`config.mk`:
```
export PLATFORM = sky130hd
export DESIGN_NAME = spi_rdpipe_master
export DESIGN_NICKNAME = d
export VERILOG_FILES = /design/src/rtl/spirp_pkg.sv /design/src/rtl/spirp_regs.sv /design/src/rtl/spirp_sckgen.sv /design/src/rtl/spirp_shift.sv /design/src/rtl/spi_rdpipe_master.sv
export SDC_FILE = /design/constraint.sdc
export NUM_CORES = 1
export LEC_CHECK = 0
export BUFFER_PORTS_ARGS = -buffer_cell sky130_fd_sc_hd__buf_2
export CAP_MARGIN = 20
export CORE_MARGIN = 2
export CORE_UTILIZATION = 52
export DETAILED_ROUTE_END_ITERATION = 7
export GPL_TIMING_DRIVEN = 0
export PLACE_DENSITY = 0.71
export SLEW_MARGIN = 20
export SYNTH_ARGS = -nofsm -noshare
export SYNTH_HDL_FRONTEND = slang
export SYNTH_SLANG_ARGS = --single-unit
```
`constraint.sdc`:
```
create_clock -name clk -period 1.9 [get_ports clk]
set_input_delay 0.19 -clock clk [delete_from_list [all_inputs] [get_ports clk]]
set_output_delay 0.19 -clock clk [all_outputs]
set_load 0.05 [all_outputs]
```
`src/rtl/spirp_pkg.sv`:
```
package spirp_pkg;
  localparam logic [1:0] ADDR_SPEED = 2'd0;
  localparam logic [1:0] ADDR_CTRL  = 2'd1;
  localparam logic [1:0] ADDR_MODE  = 2'd2;
  localparam logic [1:0] ADDR_DATA  = 2'd3;

  localparam int CTL_MASTER = 1;
  localparam int CTL_NODOUT = 2;
  localparam int CTL_RDMODE = 3;
  localparam int CTL_SHARE  = 5;
  localparam int CTL_BUSY   = 6;

  typedef struct packed {
    logic enable;
    logic master;
    logic no_dout;
    logic rd_mode;
    logic share;
    logic cpol;
    logic cpha;
  } cfg_t;

  // system cycles that one transfer keeps busy high
  function automatic int unsigned xfer_cycles(input int unsigned div_val,
                                              input int unsigned data_w);
    return 2 * data_w * (div_val + 1);
  endfunction

  // sampling edges: first edges (even index) for cpha=0, second for cpha=1
  function automatic logic is_sample_edge(input logic idx_lsb, input logic cpha);
    return idx_lsb == cpha;
  endfunction

  // launch edges: the other edges, minus the very first one when cpha=1
  function automatic logic is_launch_edge(input logic idx_lsb, input logic idx_first,
                                          input logic cpha);
    return (idx_lsb != cpha) && !(cpha && idx_first);
  endfunction
endpackage

```
`src/rtl/spirp_regs.sv`:
```
module spirp_regs
  import spirp_pkg::*;
#(
  parameter int DIV_W = 7,
  parameter int DW    = 8
) (
  input  logic             clk,
  input  logic             rst_n,
  input  logic [1:0]       addr,
  input  logic             wr,
  input  logic             rd,
  input  logic [DW-1:0]    wdata,
  input  logic             busy,
  input  logic [DW-1:0]    rx_hold,
  output logic [DW-1:0]    rdata,
  output cfg_t             cfg,
  output logic [DIV_W-1:0] div,
  output logic             start,
  output logic [DW-1:0]    tx_load,
  output logic [DW-1:0]    tx_hold
);
  logic ready, data_sel, start_wr, start_rd;

  assign ready    = cfg.enable && cfg.master && !busy;
  assign data_sel = (addr == ADDR_DATA);
  assign start_wr = wr && data_sel && ready;
  assign start_rd = rd && data_sel && ready && cfg.rd_mode;
  assign start    = start_wr || start_rd;
  assign tx_load  = start_wr ? wdata : tx_hold;

  always_ff @(posedge clk or negedge rst_n) begin
    if (!rst_n) begin
      cfg     <= '0;
      div     <= '0;
      tx_hold <= '0;
    end else begin
      if (wr && addr == ADDR_SPEED) begin
        cfg.enable <= wdata[DIV_W];
        div        <= wdata[DIV_W-1:0];
      end
      if (wr && addr == ADDR_CTRL) begin
        cfg.master  <= wdata[CTL_MASTER];
        cfg.no_dout <= wdata[CTL_NODOUT];
        cfg.rd_mode <= wdata[CTL_RDMODE];
        cfg.share   <= wdata[CTL_SHARE];
      end
      if (wr && addr == ADDR_MODE) begin
        cfg.cpol <= wdata[0];
        cfg.cpha <= wdata[1];
      end
      if (start_wr) tx_hold <= wdata;
    end
  end

  always_comb begin
    rdata = '0;
    unique case (addr)
      ADDR_SPEED: begin
        rdata[DIV_W-1:0] = div;
        rdata[DIV_W]     = cfg.enable;
      end
      ADDR_CTRL: begin
        rdata[CTL_MASTER] = cfg.master;
        rdata[CTL_NODOUT] = cfg.no_dout;
        rdata[CTL_RDMODE] = cfg.rd_mode;
        rdata[CTL_SHARE]  = cfg.share;
        rdata[CTL_BUSY]   = busy;
      end
      ADDR_MODE: begin
        rdata[0] = cfg.cpol;
        rdata[1] = cfg.cpha;
      end
      default: rdata = rx_hold;
    endcase
  end
endmodule

```
`src/rtl/spirp_sckgen.sv`:
```
module spirp_sckgen #(
  parameter int DIV_W = 7,
  parameter int EDGES = 16,
  localparam int EW   = $clog2(EDGES)
) (
  input  logic             clk,
  input  logic             rst_n,
  input  logic             start,
  input  logic             active,
  input  logic [DIV_W-1:0] div,
  input  logic             cpol,
  output logic             tick,
  output logic [EW-1:0]    edge_idx,
  output logic             last_tick,
  output logic             sck
);
  logic [DIV_W-1:0] cnt;
  logic             sck_q;

  assign tick      = active && (cnt == div);
  assign last_tick = tick && (edge_idx == EW'(EDGES - 1));
  assign sck       = active ? sck_q : cpol;

  always_ff @(posedge clk or negedge rst_n) begin
    if (!rst_n) begin
      cnt      <= '0;
      edge_idx <= '0;
      sck_q    <= 1'b0;
    end else if (start) begin
      cnt      <= '0;
      edge_idx <= '0;
      sck_q    <= cpol;
    end else if (active) begin
      if (tick) begin
        cnt      <= '0;
        edge_idx <= edge_idx + 1'b1;
        sck_q    <= ~sck_q;
      end else begin
        cnt <= cnt + 1'b1;
      end
    end
  end
endmodule

```
`src/rtl/spirp_shift.sv`:
```
module spirp_shift
  import spirp_pkg::*;
#(
  parameter int DW = 8,
  parameter int EW = 4
) (
  input  logic          clk,
  input  logic          rst_n,
  input  logic          start,
  input  logic [DW-1:0] tx_load,
  input  logic          tick,
  input  logic [EW-1:0] edge_idx,
  input  logic          last_tick,
  input  logic          cpha,
  input  logic          din,
  output logic          dout_bit,
  output logic [DW-1:0] rx_hold
);
  logic [DW-1:0] tx_sh, rx_sh, rx_next;
  logic          launch, sample;

  assign sample   = tick && is_sample_edge(edge_idx[0], cpha);
  assign launch   = tick && is_launch_edge(edge_idx[0], edge_idx == '0, cpha);
  assign rx_next  = sample ? {rx_sh[DW-2:0], din} : rx_sh;
  assign dout_bit = tx_sh[DW-1];

  always_ff @(posedge clk or negedge rst_n) begin
    if (!rst_n) begin
      tx_sh   <= '0;
      rx_sh   <= '0;
      rx_hold <= '0;
    end else if (start) begin
      tx_sh <= tx_load;
      rx_sh <= '0;
    end else begin
      if (launch) tx_sh <= {tx_sh[DW-2:0], 1'b0};
      rx_sh <= rx_next;
      if (last_tick) rx_hold <= rx_next;
    end
  end
endmodule

```
`src/rtl/spi_rdpipe_master.sv`:
```
module spi_rdpipe_master
  import spirp_pkg::*;
#(
  parameter int DIV_W = 7,
  parameter int DW    = 8
) (
  input  logic          clk,
  input  logic          rst_n,
  input  logic [1:0]    bus_addr,
  input  logic          bus_wr,
  input  logic          bus_rd,
  input  logic [DW-1:0] bus_wdata,
  output logic [DW-1:0] bus_rdata,
  output logic          spi_sck,
  output logic          spi_dout,
  output logic          spi_dout_en,
  input  logic          spi_din,
  input  logic          spi_dio_in
);
  localparam int EDGES = 2 * DW;
  localparam int EW    = $clog2(EDGES);

  cfg_t             cfg;
  logic [DIV_W-1:0] div_w;
  logic             start_evt, done_evt, busy_q, tick;
  logic [EW-1:0]    edge_idx;
  logic [DW-1:0]    tx_load, tx_hold, rx_hold;
  logic             dout_bit, din_sel;
  logic             cpol_w, share_w, no_dout_w, rd_mode_w;

  assign cpol_w    = cfg.cpol;
  assign share_w   = cfg.share;
  assign no_dout_w = cfg.no_dout;
  assign rd_mode_w = cfg.rd_mode;

  spirp_regs #(.DIV_W(DIV_W), .DW(DW)) u_regs (
    .clk(clk), .rst_n(rst_n), .addr(bus_addr), .wr(bus_wr), .rd(bus_rd),
    .wdata(bus_wdata), .busy(busy_q), .rx_hold(rx_hold), .rdata(bus_rdata),
    .cfg(cfg), .div(div_w), .start(start_evt), .tx_load(tx_load), .tx_hold(tx_hold)
  );

  spirp_sckgen #(.DIV_W(DIV_W), .EDGES(EDGES)) u_sck (
    .clk(clk), .rst_n(rst_n), .start(start_evt), .active(busy_q), .div(div_w),
    .cpol(cfg.cpol), .tick(tick), .edge_idx(edge_idx), .last_tick(done_evt), .sck(spi_sck)
  );

  spirp_shift #(.DW(DW), .EW(EW)) u_shift (
    .clk(clk), .rst_n(rst_n), .start(start_evt), .tx_load(tx_load), .tick(tick),
    .edge_idx(edge_idx), .last_tick(done_evt), .cpha(cfg.cpha), .din(din_sel),
    .dout_bit(dout_bit), .rx_hold(rx_hold)
  );

  always_ff @(posedge clk or negedge rst_n) begin
    if (!rst_n)         busy_q <= 1'b0;
    else if (start_evt) busy_q <= 1'b1;
    else if (done_evt)  busy_q <= 1'b0;
  end

  assign din_sel     = (cfg.share && cfg.no_dout) ? spi_dio_in : spi_din;
  assign spi_dout    = cfg.no_dout ? 1'b0 : dout_bit;
  assign spi_dout_en = !(cfg.share && cfg.no_dout);
endmodule

```
==> results.py <==
metrics = {
    "synth": {
        "synth_mux_area_frac": 0.1463,
        "async_flop_share": 1.000,
        "synth_compound_area_frac": 0.1292,
        "synth_edf_count": 0,
        "yosysSeqAreaShare": 0.4591,
        "synthesis.nets": 312,
        "synth.top_cell.area_share": 0.4591,
        "synth_ff_type": "dfrtp_1",
        "syn-cell-area_sq_um": 3216,
        "syn_area_per_cell_sq_um": 10.97,
        "synth_area_leaders": "dfrtp_1 (46%), mux2_2 (6.3%), nand2_1 (4.7%)",
        "synth_seq_cells": 59,
        "synth_top_family_by_area": "simple AND/OR/NAND/NOR gates",
        "yosysUniqueCellTypes": 44,
        "netlist_instances": 293,
        "synthAdderAreaFrac": 0.01167,
        "yosys.area_share.simple": 0.1724,
        "ys_warn_count": 0,
        "yosysTopAreaCell": "dfrtp_1",
        "synthXorXnorAreaFrac": 0.05175,
    },
    "critical_path": {
        "reg2reg_from": "u_regs.div[6]$_DFFE_PN0P_",
        "cp_slowest_cell": "dfrtp_1",
        "end_kind": "flop",
        "crit_type": "flop to flop",
        "crit_fanout": 9,
        "path_delay_family": "flip-flops",
        "path_cells": "xnor2_2, nand4_4, nor3_4, buf_12, mux2_4",
        "critPathBufInv": 1,
        "critical_path_arrival_ns": 2.11,
        "crit_required_ns": 2.13,
        "critPathLaunch": "u_regs.div[6]$_DFFE_PN0P_",
        "max_stage_delay_ns": 0.45,
        "r2r_slack_ns": 0.02,
        "startpoint_type": "flop",
    },
    "power": {
        "power.leakage_nw": 1.694,
        "vdd_ir_drop_max_v": 0.0007480,
        "powerDensity_nw_per_um2": 1362,
    },
    "final_layout": {
        "finalNetCount": 357,
        "fin_cells": 418,
        "n_antenna_cell": 0,
        "final_cell_area_sq_um": 3842,
        "area_delta_synth_final_pct": 19.49,
        "drive_above_1_share": 0.3294,
    },
    "min_path": {
        "min_path_type": "primary input to flop",
        "worstHoldStart": "bus_wdata[7]",
    },
    "timing": {
        "slew_viol_final": 0,
        "fmax_mhz": 533.2,
        "slew_headroom": 0.4702,
        "worst_pin_slew_ns": 0.7920,
        "finalCritPeriodShare": 0.9872,
        "setup_viol": 0,
        "finalCriticalPeriod_ns": 1.876,
        "hold_viol_final": 0,
        "fin_skew_ns": 0.01109,
    },
    "floorplan": {
        "dieHeight_microns": 82.64,
        "die_width_microns": 82.64,
        "coreArea_sq_um": 5956,
        "die-area_sq_um": 6829,
        "ioPinCount": 27,
        "start_util": 0.5399,
        "rows": 28,
    },
    "clocking": {
        "cts_htree_levels": 3,
        "cts_tree": "built",
        "cts_buffers": 9,
        "clkLatencyLatePin_ns": 0.35,
        "cts-root-buf": "clkbuf_8",
        "clock_sinks": 59,
        "clk_pin_slew_worst_paths_ns": 0.08,
        "clockBufferDepth": 2,
    },
    "detailed_routing": {
        "dr.pass1.iters": 4,
        "routed_wirelength_mm": 7.704,
        "drtIter0Drc": 159,
        "vias_per_cell": 5.955,
        "vias": 2489,
        "drt-wirelength-per-cell_microns": 18.43,
        "postRouteAntennaNets": 0,
        "drc_errors": 0,
    },
    "status": {
        "status": "completed",
    },
    "placement": {
        "globalplace.congestion": 0.7868,
        "place_hpwl_mm": 5.248,
        "portBuffers": 26,
        "dpl_cell_area_sq_um": 3442,
        "place_inst": 394,
    },
    "global_routing": {
        "grt_usage": 0.2519,
        "antenna_found_initial": 0,
        "grt_max_degree": 60,
        "grt_pass1_wl_mm": 12.50,
        "grt-ovfl-total": 0,
        "grt_pass1_vias": 2469,
    },
    "flow_run": {
        "drv_cap": 0,
    },
}
==> flip-flops by register name, summed over array words and instances, names as in the netlist <==
name / cells
u_regs.tx_hold: 8
u_sck.sck_q: 1
u_regs.cfg: 7
u_shift.rx_sh: 8
u_shift.tx_sh: 8
u_shift.rx_hold: 8
u_sck.edge_idx: 4
u_regs.div: 7
busy_q: 1
u_sck.cnt: 7
==> layout by cell type, fill, tap and decap left out, types with 8 or more instances in the layout <==
master     n
mux2_2    18
a31oi_1    8
nand4_1   10
a21boi_0   8
buf_2     26
clkbuf_8  10
nand2_1   40
o31ai_1    8
buf_4     12
dfrtp_1   58
mux2i_1   14
==> stage by stage <==
step / TNS, ns / util / setup slack, ns / hold WS, ns / power [mW]
floorplan: 0 / - / 0.1062 / -0.1056 / 3.312
global placement: -2.796 / 0.5775 / -0.2745 / 0.4324 / 3.728
detailed placement: -3.668 / 0.5779 / -0.3210 / 0.3102 / 3.778
CTS: 0 / 0.6231 / 0.005022 / 0.06852 / 5.019
global route: -0.6183 / 0.6452 / -0.07132 / 0.06448 / 5.553
finish: 0 / 0.6452 / 0.02438 / 0.07359 / 5.235
==> cells by family after synthesis <==
| logic type | after synthesis |
|---|---|
| buffers and inverters | 22 |
| adder cells (fa/ha/maj) | 3 |
| AO/OA/AOI/OAI | 61 |
| AND/OR/NAND/NOR | 95 |
| multiplexers | 40 |
| XOR/XNOR | 13 |
| flip-flops | 59 |
==> worst paths after layout <==
kind,end,cells after the start
max,u_shift.rx_hold[2]$_DFFE_PN0P_,5
max in group asynchronous,u_sck.edge_idx[0]$_DFFE_PN0P_,2
min,u_regs.tx_hold[7]$_DFF_PN0_,2
min in group asynchronous,u_sck.cnt[0]$_DFFE_PN0P_,2
max reg2reg,u_shift.rx_hold[2]$_DFFE_PN0P_,5
min reg2reg,u_regs.tx_hold[0]$_DFF_PN0_,1
==> metal layers <==
layer	vias up	track usage	part of all wire
met1	1236	0.3595	0.46
li1	1174	-	-
met3	11	0.05000	0.050
met5	-	0	0
met4	0	0.1000	0.016
met2	68	0.3782	0.47
==> power by group <==
group          internal, mW  switching [mW]
registers              1.61           0.386
logic                 0.877            1.17
clock network         0.640           0.549
total                  3.13            2.10
==> worst register-to-register path: stages, from the launching register on <==
cell,delay (ns)
dfrtp_1,0.45
xnor2_2,0.39
nand4_4,0.23
nor3_4,0.20
buf_12,0.17
mux2_4,0.31
==> area by class of cell <==
| cell class | count | area, sq um |
|---|---|---|
| buffer | 16 | 93.84 |
| clock buffer | 10 | 137.6 |
| clock inverter | 6 | 63.81 |
| fill | 509 | 2113 |
| inverter | 4 | 15.01 |
| multi-input combinational | 212 | 1723 |
| sequential | 59 | 1478 |
| tap | 75 | 93.84 |
| timing repair buffer | 36 | 237.7 |
==> repair_timing <==
action                     4_1_cts  5_1_grt
resized for setup                8       21
setup endpoints to repair       26       40
hold endpoints to repair        59        0
buffers inserted                 3        6
hold buffers                     1        0
pin swaps                        1        4
==> synth_stat cells (all sizes together), types with 8 or more instances <==
cell type and instances:
o31ai 9, mux2 25, xnor2 9, nand4 13, buf 8, mux2i 14
dfrtp 59, a31oi 8, clkbuf 10, nand2 40, a21boi 8, o21ai 8
No activity file was read; power rests on OpenSTA's default activity.
